### config.mk
export PLATFORM = sky130hd
export DESIGN_NAME = flash_guard
export DESIGN_NICKNAME = d
export VERILOG_FILES = /design/src/rtl/flash_guard_pkg.sv /design/src/rtl/fg_path.sv /design/src/rtl/fg_ctrl.sv /design/src/rtl/flash_guard.sv
export SDC_FILE = /design/constraint.sdc
export NUM_CORES = 1
export LEC_CHECK = 0
export ABC_CLOCK_PERIOD_IN_PS = 1450
export BUFFER_PORTS_ARGS = -buffer_cell sky130_fd_sc_hd__buf_2
export CAP_MARGIN = 30
export CORE_MARGIN = 8
export CORE_UTILIZATION = 38
export DETAILED_ROUTE_END_ITERATION = 6
export PLACE_DENSITY = 0.79
export SLEW_MARGIN = 20
export SYNTH_ARGS = -nofsm -noshare
export SYNTH_HDL_FRONTEND = slang
export SYNTH_SLANG_ARGS = --single-unit
### constraint.sdc
create_clock -name clk -period 1.45 [get_ports clk]
set_input_delay 0.2175 -clock clk [delete_from_list [all_inputs] [get_ports clk]]
set_output_delay 0.2175 -clock clk [all_outputs]
set_load 0.02 [all_outputs]
### src/rtl/flash_guard_pkg.sv
package flash_guard_pkg;

  typedef enum logic [1:0] {
    LVL_OPEN   = 2'd0,
    LVL_GUARD  = 2'd1,
    LVL_SEALED = 2'd2
  } level_e;

  typedef enum logic [1:0] {
    OP_READ   = 2'd0,
    OP_PROG   = 2'd1,
    OP_ERASE  = 2'd2,
    OP_SETLVL = 2'd3
  } op_e;

  typedef enum logic [1:0] {
    CTX_USER   = 2'd0,
    CTX_DEBUG  = 2'd1,
    CTX_SRAM   = 2'd2,
    CTX_SYSMEM = 2'd3
  } ctx_e;

  // datapath -> control: policy outcome for the presented request
  typedef struct packed {
    logic allow;
    logic needErase;
    logic sealed;
  } verdict_t;

  // control -> datapath strobes
  typedef struct packed {
    logic loadData;
  } strobe_t;

endpackage

### src/rtl/fg_path.sv
module fg_path
  import flash_guard_pkg::*;
#(
  parameter int PAGE_W      = 10,
  parameter int GROUP_PAGES = 4,
  parameter int GROUPS      = 32,
  parameter logic [7:0] OPEN_BYTE   = 8'hAA,
  parameter logic [7:0] SEALED_BYTE = 8'hCC
) (
  input  logic              clk,
  input  logic              rstN,
  input  logic [7:0]        rdpByte,
  input  logic [GROUPS-1:0] wrpMask,
  input  logic [1:0]        ctx,
  input  logic [1:0]        reqOp,
  input  logic              reqArea,
  input  logic [PAGE_W-1:0] reqPage,
  input  logic [7:0]        reqData,
  input  strobe_t           strobe,
  output verdict_t          verdict,
  output logic [7:0]        rdpWrData
);

  localparam int SHIFT  = $clog2(GROUP_PAGES);
  localparam int GIDX_W = $clog2(GROUPS);
  localparam int RAW_W  = PAGE_W - SHIFT;

  level_e level;
  logic [RAW_W-1:0]  grpRaw;
  logic [GIDX_W-1:0] gIdx;
  logic mainBlocked, wrBlocked, isWriteOp;

  always_comb begin
    if (rdpByte == OPEN_BYTE)        level = LVL_OPEN;
    else if (rdpByte == SEALED_BYTE) level = LVL_SEALED;
    else                             level = LVL_GUARD;
  end

  assign grpRaw = reqPage[PAGE_W-1:SHIFT];

  generate
    if (RAW_W > GIDX_W) begin : g_sat
      always_comb begin
        if (grpRaw > RAW_W'(GROUPS - 1)) gIdx = GIDX_W'(GROUPS - 1);
        else                             gIdx = grpRaw[GIDX_W-1:0];
      end
    end else begin : g_fit
      assign gIdx = GIDX_W'(grpRaw);
    end
  endgenerate

  assign isWriteOp   = (reqOp == OP_PROG) || (reqOp == OP_ERASE);
  assign mainBlocked = !reqArea && (level == LVL_GUARD) && (ctx != CTX_USER);
  assign wrBlocked   = !reqArea && isWriteOp && !wrpMask[gIdx];

  always_comb begin
    verdict.sealed    = (level == LVL_SEALED);
    verdict.allow     = !verdict.sealed &&
                        ((reqOp == OP_SETLVL) || (!mainBlocked && !wrBlocked));
    verdict.needErase = (reqOp == OP_SETLVL) && (level == LVL_GUARD) &&
                        (reqData == OPEN_BYTE);
  end

  always_ff @(posedge clk or negedge rstN) begin
    if (!rstN)               rdpWrData <= '0;
    else if (strobe.loadData) rdpWrData <= reqData;
  end

  // the byte held for a level write is the one presented when it was accepted
  assert_wrdata_capture_R8: assert property (@(posedge clk) disable iff (!rstN)
    strobe.loadData |=> (rdpWrData == $past(reqData)));

endmodule

### src/rtl/fg_ctrl.sv
module fg_ctrl
  import flash_guard_pkg::*;
(
  input  logic       clk,
  input  logic       rstN,
  input  logic       reqValid,
  input  logic [1:0] reqOp,
  input  logic       eraseDone,
  input  verdict_t   verdict,
  output strobe_t    strobe,
  output logic       reqReady,
  output logic       grant,
  output logic       deny,
  output logic       busy,
  output logic       massErase,
  output logic       rdpWrite
);

  typedef enum logic {ST_IDLE, ST_ERASE} state_e;
  state_e state;
  logic accept;

  assign busy     = (state == ST_ERASE);
  assign reqReady = !busy;
  assign accept   = reqValid && reqReady;

  always_comb begin
    strobe.loadData = accept && verdict.allow && (reqOp == OP_SETLVL);
  end

  always_ff @(posedge clk or negedge rstN) begin
    if (!rstN) begin
      state     <= ST_IDLE;
      grant     <= 1'b0;
      deny      <= 1'b0;
      massErase <= 1'b0;
      rdpWrite  <= 1'b0;
    end else begin
      grant     <= 1'b0;
      deny      <= 1'b0;
      massErase <= 1'b0;
      rdpWrite  <= 1'b0;
      case (state)
        ST_IDLE: begin
          if (accept) begin
            if (!verdict.allow) begin
              deny <= 1'b1;
            end else if (verdict.needErase) begin
              state     <= ST_ERASE;
              massErase <= 1'b1;
            end else begin
              grant    <= 1'b1;
              rdpWrite <= (reqOp == OP_SETLVL);
            end
          end
        end
        ST_ERASE: begin
          if (eraseDone) begin
            state    <= ST_IDLE;
            grant    <= 1'b1;
            rdpWrite <= 1'b1;
          end
        end
        default: state <= ST_IDLE;
      endcase
    end
  end

  assert_one_response_R7: assert property (@(posedge clk) disable iff (!rstN)
    !(grant && deny));

  assert_sealed_denied_R5: assert property (@(posedge clk) disable iff (!rstN)
    (accept && verdict.sealed) |=> deny);

  assert_erase_busy_R9: assert property (@(posedge clk) disable iff (!rstN)
    massErase |-> busy);

  assert_hold_busy_R9: assert property (@(posedge clk) disable iff (!rstN)
    (busy && !eraseDone) |=> busy);

  assert_finish_grant_R9: assert property (@(posedge clk) disable iff (!rstN)
    (busy && eraseDone) |=> (grant && rdpWrite && !busy));

  assert_busy_silent_R10: assert property (@(posedge clk) disable iff (!rstN)
    busy |-> (!grant && !deny && !rdpWrite && !reqReady));

endmodule

### src/rtl/flash_guard.sv
module flash_guard
  import flash_guard_pkg::*;
#(
  parameter int PAGE_W      = 10,
  parameter int GROUP_PAGES = 4,
  parameter int GROUPS      = 32,
  parameter logic [7:0] OPEN_BYTE   = 8'hAA,
  parameter logic [7:0] SEALED_BYTE = 8'hCC
) (
  input  logic              clk,
  input  logic              rstN,
  input  logic [7:0]        rdpByte,
  input  logic [GROUPS-1:0] wrpMask,
  input  logic [1:0]        ctx,
  input  logic              reqValid,
  output logic              reqReady,
  input  logic [1:0]        reqOp,
  input  logic              reqArea,
  input  logic [PAGE_W-1:0] reqPage,
  input  logic [7:0]        reqData,
  input  logic              eraseDone,
  output logic              grant,
  output logic              deny,
  output logic              busy,
  output logic              massErase,
  output logic              rdpWrite,
  output logic [7:0]        rdpWrData
);

  verdict_t verdict;
  strobe_t  strobe;

  fg_path #(
    .PAGE_W(PAGE_W), .GROUP_PAGES(GROUP_PAGES), .GROUPS(GROUPS),
    .OPEN_BYTE(OPEN_BYTE), .SEALED_BYTE(SEALED_BYTE)
  ) u_path (
    .clk(clk), .rstN(rstN), .rdpByte(rdpByte), .wrpMask(wrpMask), .ctx(ctx),
    .reqOp(reqOp), .reqArea(reqArea), .reqPage(reqPage), .reqData(reqData),
    .strobe(strobe), .verdict(verdict), .rdpWrData(rdpWrData)
  );

  fg_ctrl u_ctrl (
    .clk(clk), .rstN(rstN), .reqValid(reqValid), .reqOp(reqOp),
    .eraseDone(eraseDone), .verdict(verdict), .strobe(strobe),
    .reqReady(reqReady), .grant(grant), .deny(deny), .busy(busy),
    .massErase(massErase), .rdpWrite(rdpWrite)
  );

endmodule

==> reports/qor.txt, run 1 <==
Post-synth EDFFs = 0
compound-gate portion of the synthesized area = 24.2%
WL/cell = 16.0 µm
Final #Nets = 271
period utilization = 115%
GRT Overall Usage = 17.1%
DRC viols = 0
CP required = 1.61 ns
IO Port Bufs = 78
Pre-antenna DRT Iters = 4
Internal = 0.739 mW
Syn Inst Count = 97
io pins = 81
Hold Fails Final Rpt = 0
antenna-violating nets left = 0
P_leak = 0.831 nW
Die Ht = 66.7 µm
setup slack after layout = -0.213 ns
min-delay worst type = primary input to flip-flop
register area share after synthesis = 33.3%
htree depth = 1
Cell Area, Placed = 1580 µm²
area growth from synthesis to layout = 72.7%
post-synthesis mux area share = 15.5%
switching power = 0.355 mW
startpoint types = primary input
Clk pwr share = 19.8%
fmax = 0.602 GHz
first-pass GRT wire length = 6080 µm
root buffer cell = clkbuf_4
Initial Util = 39.8%
Worst Skew = 0.00503 ns
dpl hpwl = 3100 µm
simple-gate portion of the synthesized area = 20.4%
row count = 18
Initial DRC Count = 44
Largest stage delay, worst path = 0.43 ns
top_reg_cell synth = dfrtp_1
worst skew pair latency = 0.27 ns
failing checks = negative setup slack
count of cell types in the netlist = 40
status = complete, but fails checks
RSZ-0062 raised after global routing = yes
mapped cell area = 977 µm²
diode count = 0
worst slew pin tran = 0.378 ns
Die Area = 4450 µm²
clock buffer depth = 2
Placeable Area = 2450 µm²
Switching Fraction = 32.5%
cell area after layout = 1690 µm²
yosys warns = 0
fin crit period = 1.66 ns
GP Congestion = 0.855
adder-cell share of the synthesized area = 1.28%
Vias/cell = 5.44
max_cap viols = 0
ys async rst share = 100%
max_slew headroom = 74.6%
CTS tree = done
CP Class = primary input to flip-flop
Yosys reg bits = 13
crit path capture type = flip-flop
vias in the first global route = 1407
Mapped Nets = 165
Peak VDD IR = 720 µV
Final Slew Violations = 0
Setup Viol. Count Final = 2
Vias = 1262
Flop pwr share = 39.8%
Reg clk slew, reported paths = 0.08 ns
crit-path cells = buf_8, or3_4, o21ai_2, a221oi_2, o311a_1, a211o_1, a32o_2
layout cells sized above 1 = 62.9%
initial antenna violation count = 0
number of fill cells in the layout = 209
grt ovf = 0
xor/xnor cell area share of the yosys netlist = 0%
clk sinks = 13
slowest stage cell, crit path = or3_4
Pwr per Cell Area = 648 nW/µm²
Final Hold Slack = 0.172 ns
mean area per synthesized cell = 10.1 µm²
Max FO, Critical Path = 5
arrival time at the worst endpoint = 1.83 ns
Logic pwr share = 40.4%
R2R Setup Slk = 0.09 ns
largest family of logic cells by synthesized area = compound AO/OA/AOI/OAI gates
largest net degree at the start of global routing = 14
TritonCTS Buffers = 3
Die W = 66.7 µm
final WL = 3720 µm
[per-stage QoR]
stage | total power, mW | instances | setup WS, ns | setup TNS, ns | util (%)
2_1_floorplan | 0.635 | 97 | -0.387 | -0.625 | -
3_3_place_gp | 0.841 | 226 | -0.531 | -0.925 | 64.2
3_5_place_dp | 0.856 | 226 | -0.589 | -1.19 | 64.2
4_1_cts | 1.11 | 232 | -0.192 | -0.312 | 68.3
5_1_grt | 1.16 | 232 | -0.274 | -0.499 | 68.8
6_report | 1.09 | 232 | -0.213 | -0.349 | 68.8
[kinds of logic after synthesis]
group | after synthesis
buf+inv | 8
simple gates | 31
fa+ha+maj | 1
flops | 13
mux | 14
compound gates | 30
[sequential cells by signal, summed over array words and instances, names as in the netlist]
name	cells
u_path.rdpWrData	8
u_ctrl.busy	1
u_ctrl.deny	1
u_ctrl.grant	1
u_ctrl.massErase	1
u_ctrl.rdpWrite	1
[critical path: cells and delay by family]
family / cells / cell delay (ns)
AOI/OAI and AO/OA: 5 / 1.08
buffers and inverters: 1 / 0.10
and+or+nand+nor: 1 / 0.43
[timing repair]
action	4_1_cts	5_1_grt
setup endpoints to repair	2	2
hold buffers	1	0
pin swaps	6	1
gates resized for setup	14	2
setup buffers	1	0
endpoints found under the hold margin	13	0
[Yosys cell counts (3+ instances only)]
master	count	area [µm²]
dfrtp_1	13	325
inv_1	4	15.0
nor2_1	5	18.8
nand2_1	6	22.5
o221ai_1	6	52.6
o21ai_0	3	15.0
o2111ai_1	4	35.0
mux2_1	6	67.6
buf_6	3	33.8
mux2i_1	5	50.1
nor2b_1	3	18.8
a221oi_1	3	26.3
mux2_2	3	33.8
[layer usage]
layer / track usage (%) / wire [µm] / vias to the layer above / part of all wire [%]
li1: - / - / 606 / -
met4: 9.60 / 54 / 0 / 1.5
met2: 29.6 / 1880 / 63 / 51
met5: 0 / 0 / - / 0
met1: 17.4 / 1340 / 587 / 36
met3: 5.87 / 444 / 6 / 12
[power by group through the flow]
stage,clock [mW],combinational [mW],sequential [mW]
finish,0.217,0.442,0.436
global route,0.240,0.480,0.444
CTS,0.229,0.441,0.436
detailed placement,0,0.413,0.443
global placement,0,0.401,0.440
floorplan,0,0.127,0.508
[path summary, 6_finish.rpt]
check / from / endpoint / depth (start not counted)
max reg2reg: u_ctrl.busy$_DFF_PN0_ / u_path.rdpWrData[5]$_DFFE_PN0P_ / 5
max: reqPage[8] / u_ctrl.grant$_DFF_PN0_ / 7
max in group asynchronous: rstN / u_path.rdpWrData[7]$_DFFE_PN0P_ / 2
min reg2reg: u_path.rdpWrData[7]$_DFFE_PN0P_ / u_path.rdpWrData[7]$_DFFE_PN0P_ / 1
min: reqData[7] / u_path.rdpWrData[7]$_DFFE_PN0P_ / 2
min in group asynchronous: rstN / u_path.rdpWrData[3]$_DFFE_PN0P_ / 2
[area by class of cell]
cell class	count	area (µm²)	share of cell area, %
Multi-Input combinational cell	76	668	39.6
Clock buffer	4	26.3	1.56
Timing Repair Buffer	105	616	36.5
Inverter	4	15.0	0.890
Tap cell	30	37.5	2.22
Sequential cell	13	325	19.3
[placed cells by master, fill, tap and decap left out, types with 2 or more instances in the layout]
| cell type | instances |
|---|---|
| nand2_1 | 5 |
| mux2i_1 | 5 |
| o221ai_2 | 2 |
| o2111ai_1 | 4 |
| inv_1 | 3 |
| nor4_4 | 2 |
| clkbuf_4 | 3 |
| mux2_2 | 3 |
| a21oi_2 | 2 |
| nand3_1 | 2 |
| mux2_1 | 6 |
| o221ai_1 | 4 |
| o21ai_1 | 3 |
| nor2_1 | 5 |
| buf_4 | 25 |
| buf_2 | 76 |
| a221oi_2 | 2 |
| nor4_1 | 2 |
| buf_6 | 2 |
| dfrtp_1 | 13 |
| nor2b_1 | 3 |
(Power assumes the default switching activity.)
==> run 2: changes to the inputs <==
BUFFER_PORTS_ARGS = -buffer_cell sky130_fd_sc_hd__clkbuf_2   (was -buffer_cell sky130_fd_sc_hd__buf_2)
CELL_PAD_IN_SITES_DETAIL_PLACEMENT = 1   (was not set)
CELL_PAD_IN_SITES_GLOBAL_PLACEMENT = 1   (was not set)
CORE_ASPECT_RATIO = 2   (was not set)
CORE_UTILIZATION = 26   (was 38)
PLACE_DENSITY = not set   (was 0.79)
PLACE_DENSITY_LB_ADDON = 0.1   (was not set)
SYNTH_HIERARCHICAL = 1   (was not set)
==> run 2 against run 1 <==
Cell area increased by 1.7%. Wire length increased by 1.7%. Non-clock buffer count decreased by 6. The flow still finishes with violations (negative setup slack). Die area increased by 34%. Clock-buffer cell count unchanged. Synthesized cell count decreased by 11%. Flip-flop and latch count unchanged. Largest power group unchanged.
==> reports/qor.txt, run 2 <==
most common cell after layout, fill and taps aside = clkbuf_2
dpl hpwl = 3390 µm
R2R Setup Slk = 0.18 ns
diode count = 0
mapped cell area = 948 µm²
fmax = 0.512 GHz
Vias = 1117
CP Class = primary input to flip-flop
layout cells sized above 1 = 67.2%
grt ovf = 0
final WL = 3780 µm
failing checks = negative setup slack
Reg clk slew, reported paths = 0.05 ns
status = complete, but fails checks
fin crit period = 1.95 ns
IO Port Bufs = 78
worst min-delay path endpoint = u_ctrl/busy$_DFF_PN0_
crit path capture type = flip-flop
min-delay worst type = primary input to flip-flop
Setup Viol. Count Final = 13
TritonCTS Buffers = 3
Worst Skew = 0.00317 ns
Final Slew Violations = 0
Placeable Area = 3570 µm²
Die W = 58.7 µm
worst slew pin tran = 0.325 ns
worst skew pair latency = 0.24 ns
GRT Overall Usage = 12.9%
Syn Inst Count = 86
mean area per synthesized cell = 11.0 µm²
initial antenna violation count = 0
io pins = 81
max_cap viols = 0
Vias/cell = 4.75
Hold Path Depth = 2
largest net degree at the start of global routing = 14
period utilization = 135%
Hold Fails Final Rpt = 0
row count = 31
GP Congestion = 0.722
RSZ-0062 raised after global routing = yes
RR Endpoint = u_path/rdpWrData[2]$_DFFE_PN0P_
Pwr per Cell Area = 752 nW/µm²
max_slew headroom = 78.3%
P_leak = 0.853 nW
Peak VDD IR = 356 µV
CTS tree = done
worst hold start = eraseDone
CP required = 1.57 ns
startpoint types = primary input
Pre-antenna DRT Iters = 3
root buffer cell = clkbuf_8
max reg flops = 8
area growth from synthesis to layout = 81.0%
worst-case reg-to-reg path depth = 4
clock buffer depth = 2
Die Ht = 101 µm
setup slack after layout = -0.502 ns
Biggest register = u_path/rdpWrData
post-route insts no fill = 235
yosys warns = 6
Die Area = 5950 µm²
clk sinks = 13
Power Total = 1.29 mW
Initial Util = 26.6%
DRC viols = 0
Final #Nets = 255
first-pass GRT wire length = 5920 µm
WL/cell = 16.1 µm
most frequent cells in the layout = clkbuf_2, buf_4, dfrtp_1
htree depth = 1
vias in the first global route = 1368
arrival time at the worst endpoint = 2.07 ns
FF-to-FF Start = u_ctrl/busy$_DFF_PN0_
Post-Place Cells = 228
Initial DRC Count = 11
Mapped Nets = 154
antenna-violating nets left = 0
Max FO, Critical Path = 8
## run 2: layout make-up
class                      count  area (µm²)
fill                         461        1850
multi-input combinational     67         669
sequential                    13         325
clock buffer                   4        45.0
tap                           49        61.3
timing repair buffer          99         604
inverter                       3        11.3
## run 2: repair_timing
action                                 in CTS  in global routing
hold buffers                                1                  0
setup endpoints to repair                  13                 13
endpoints found under the hold margin      13                  0
pin swaps                                  15                  5
resized for setup                          23                  2
setup buffers                               1                  1
## run 2: critical path, cell delays in order
cell and delay, ns:
clkbuf_2 0.14, nor3_4 0.23, nand3b_1 0.10, a21boi_0 0.23, o2111ai_1 0.19, a31oi_1 0.24
nand3b_1 0.12, nor2_2 0.13, buf_6 0.17, mux2_4 0.31
## run 2: where the power goes
group	total (mW)	switching [mW]	leakage (nW)	internal [mW]
Sequential	0.461	0.0343	0.163	0.427
Combinational	0.519	0.239	0.667	0.280
Clock	0.310	0.117	0.0228	0.193
Total	1.29	0.390	0.853	0.900
## run 2: per-layer routing
layer,GRT usage [%],vias up,wire length (µm)
met5,0,-,0
met3,3.31,4,249
met4,5.57,0,61
met2,28.5,41,2420
li1,-,535,-
met1,8.90,537,1060
## run 2: worst max path at each step
stage / from / endpoint / slack, ns / cells past startpoint
4_1_cts: reqPage[9] / u_path/rdpWrData[6]$_DFFE_PN0P_ / -0.53 / 10
5_1_grt: reqPage[9] / u_path/rdpWrData[0]$_DFFE_PN0P_ / -0.63 / 10
6_report: reqPage[8] / u_path/rdpWrData[2]$_DFFE_PN0P_ / -0.50 / 10
3_3_place_gp: reqPage[2] / u_path/rdpWrData[1]$_DFFE_PN0P_ / -0.80 / 10
3_5_place_dp: reqPage[2] / u_path/rdpWrData[1]$_DFFE_PN0P_ / -0.87 / 10
2_1_floorplan: reqPage[8] / u_path/rdpWrData[0]$_DFFE_PN0P_ / -0.53 / 9
## run 2: metrics by stage
stage          cell area (µm²)  setup WS (ns)  utilization (%)  setup TNS (ns)  hold WS [ns]
2_1_floorplan              977         -0.532                -           -4.78       -0.0781
3_3_place_gp              1530         -0.797             42.9           -9.02         0.121
3_5_place_dp              1530         -0.874             42.9          -10.06         0.129
4_1_cts                   1710         -0.529             47.8           -5.41         0.191
5_1_grt                   1720         -0.629             48.1           -6.57         0.192
6_report                  1720         -0.502             48.1           -5.15         0.193
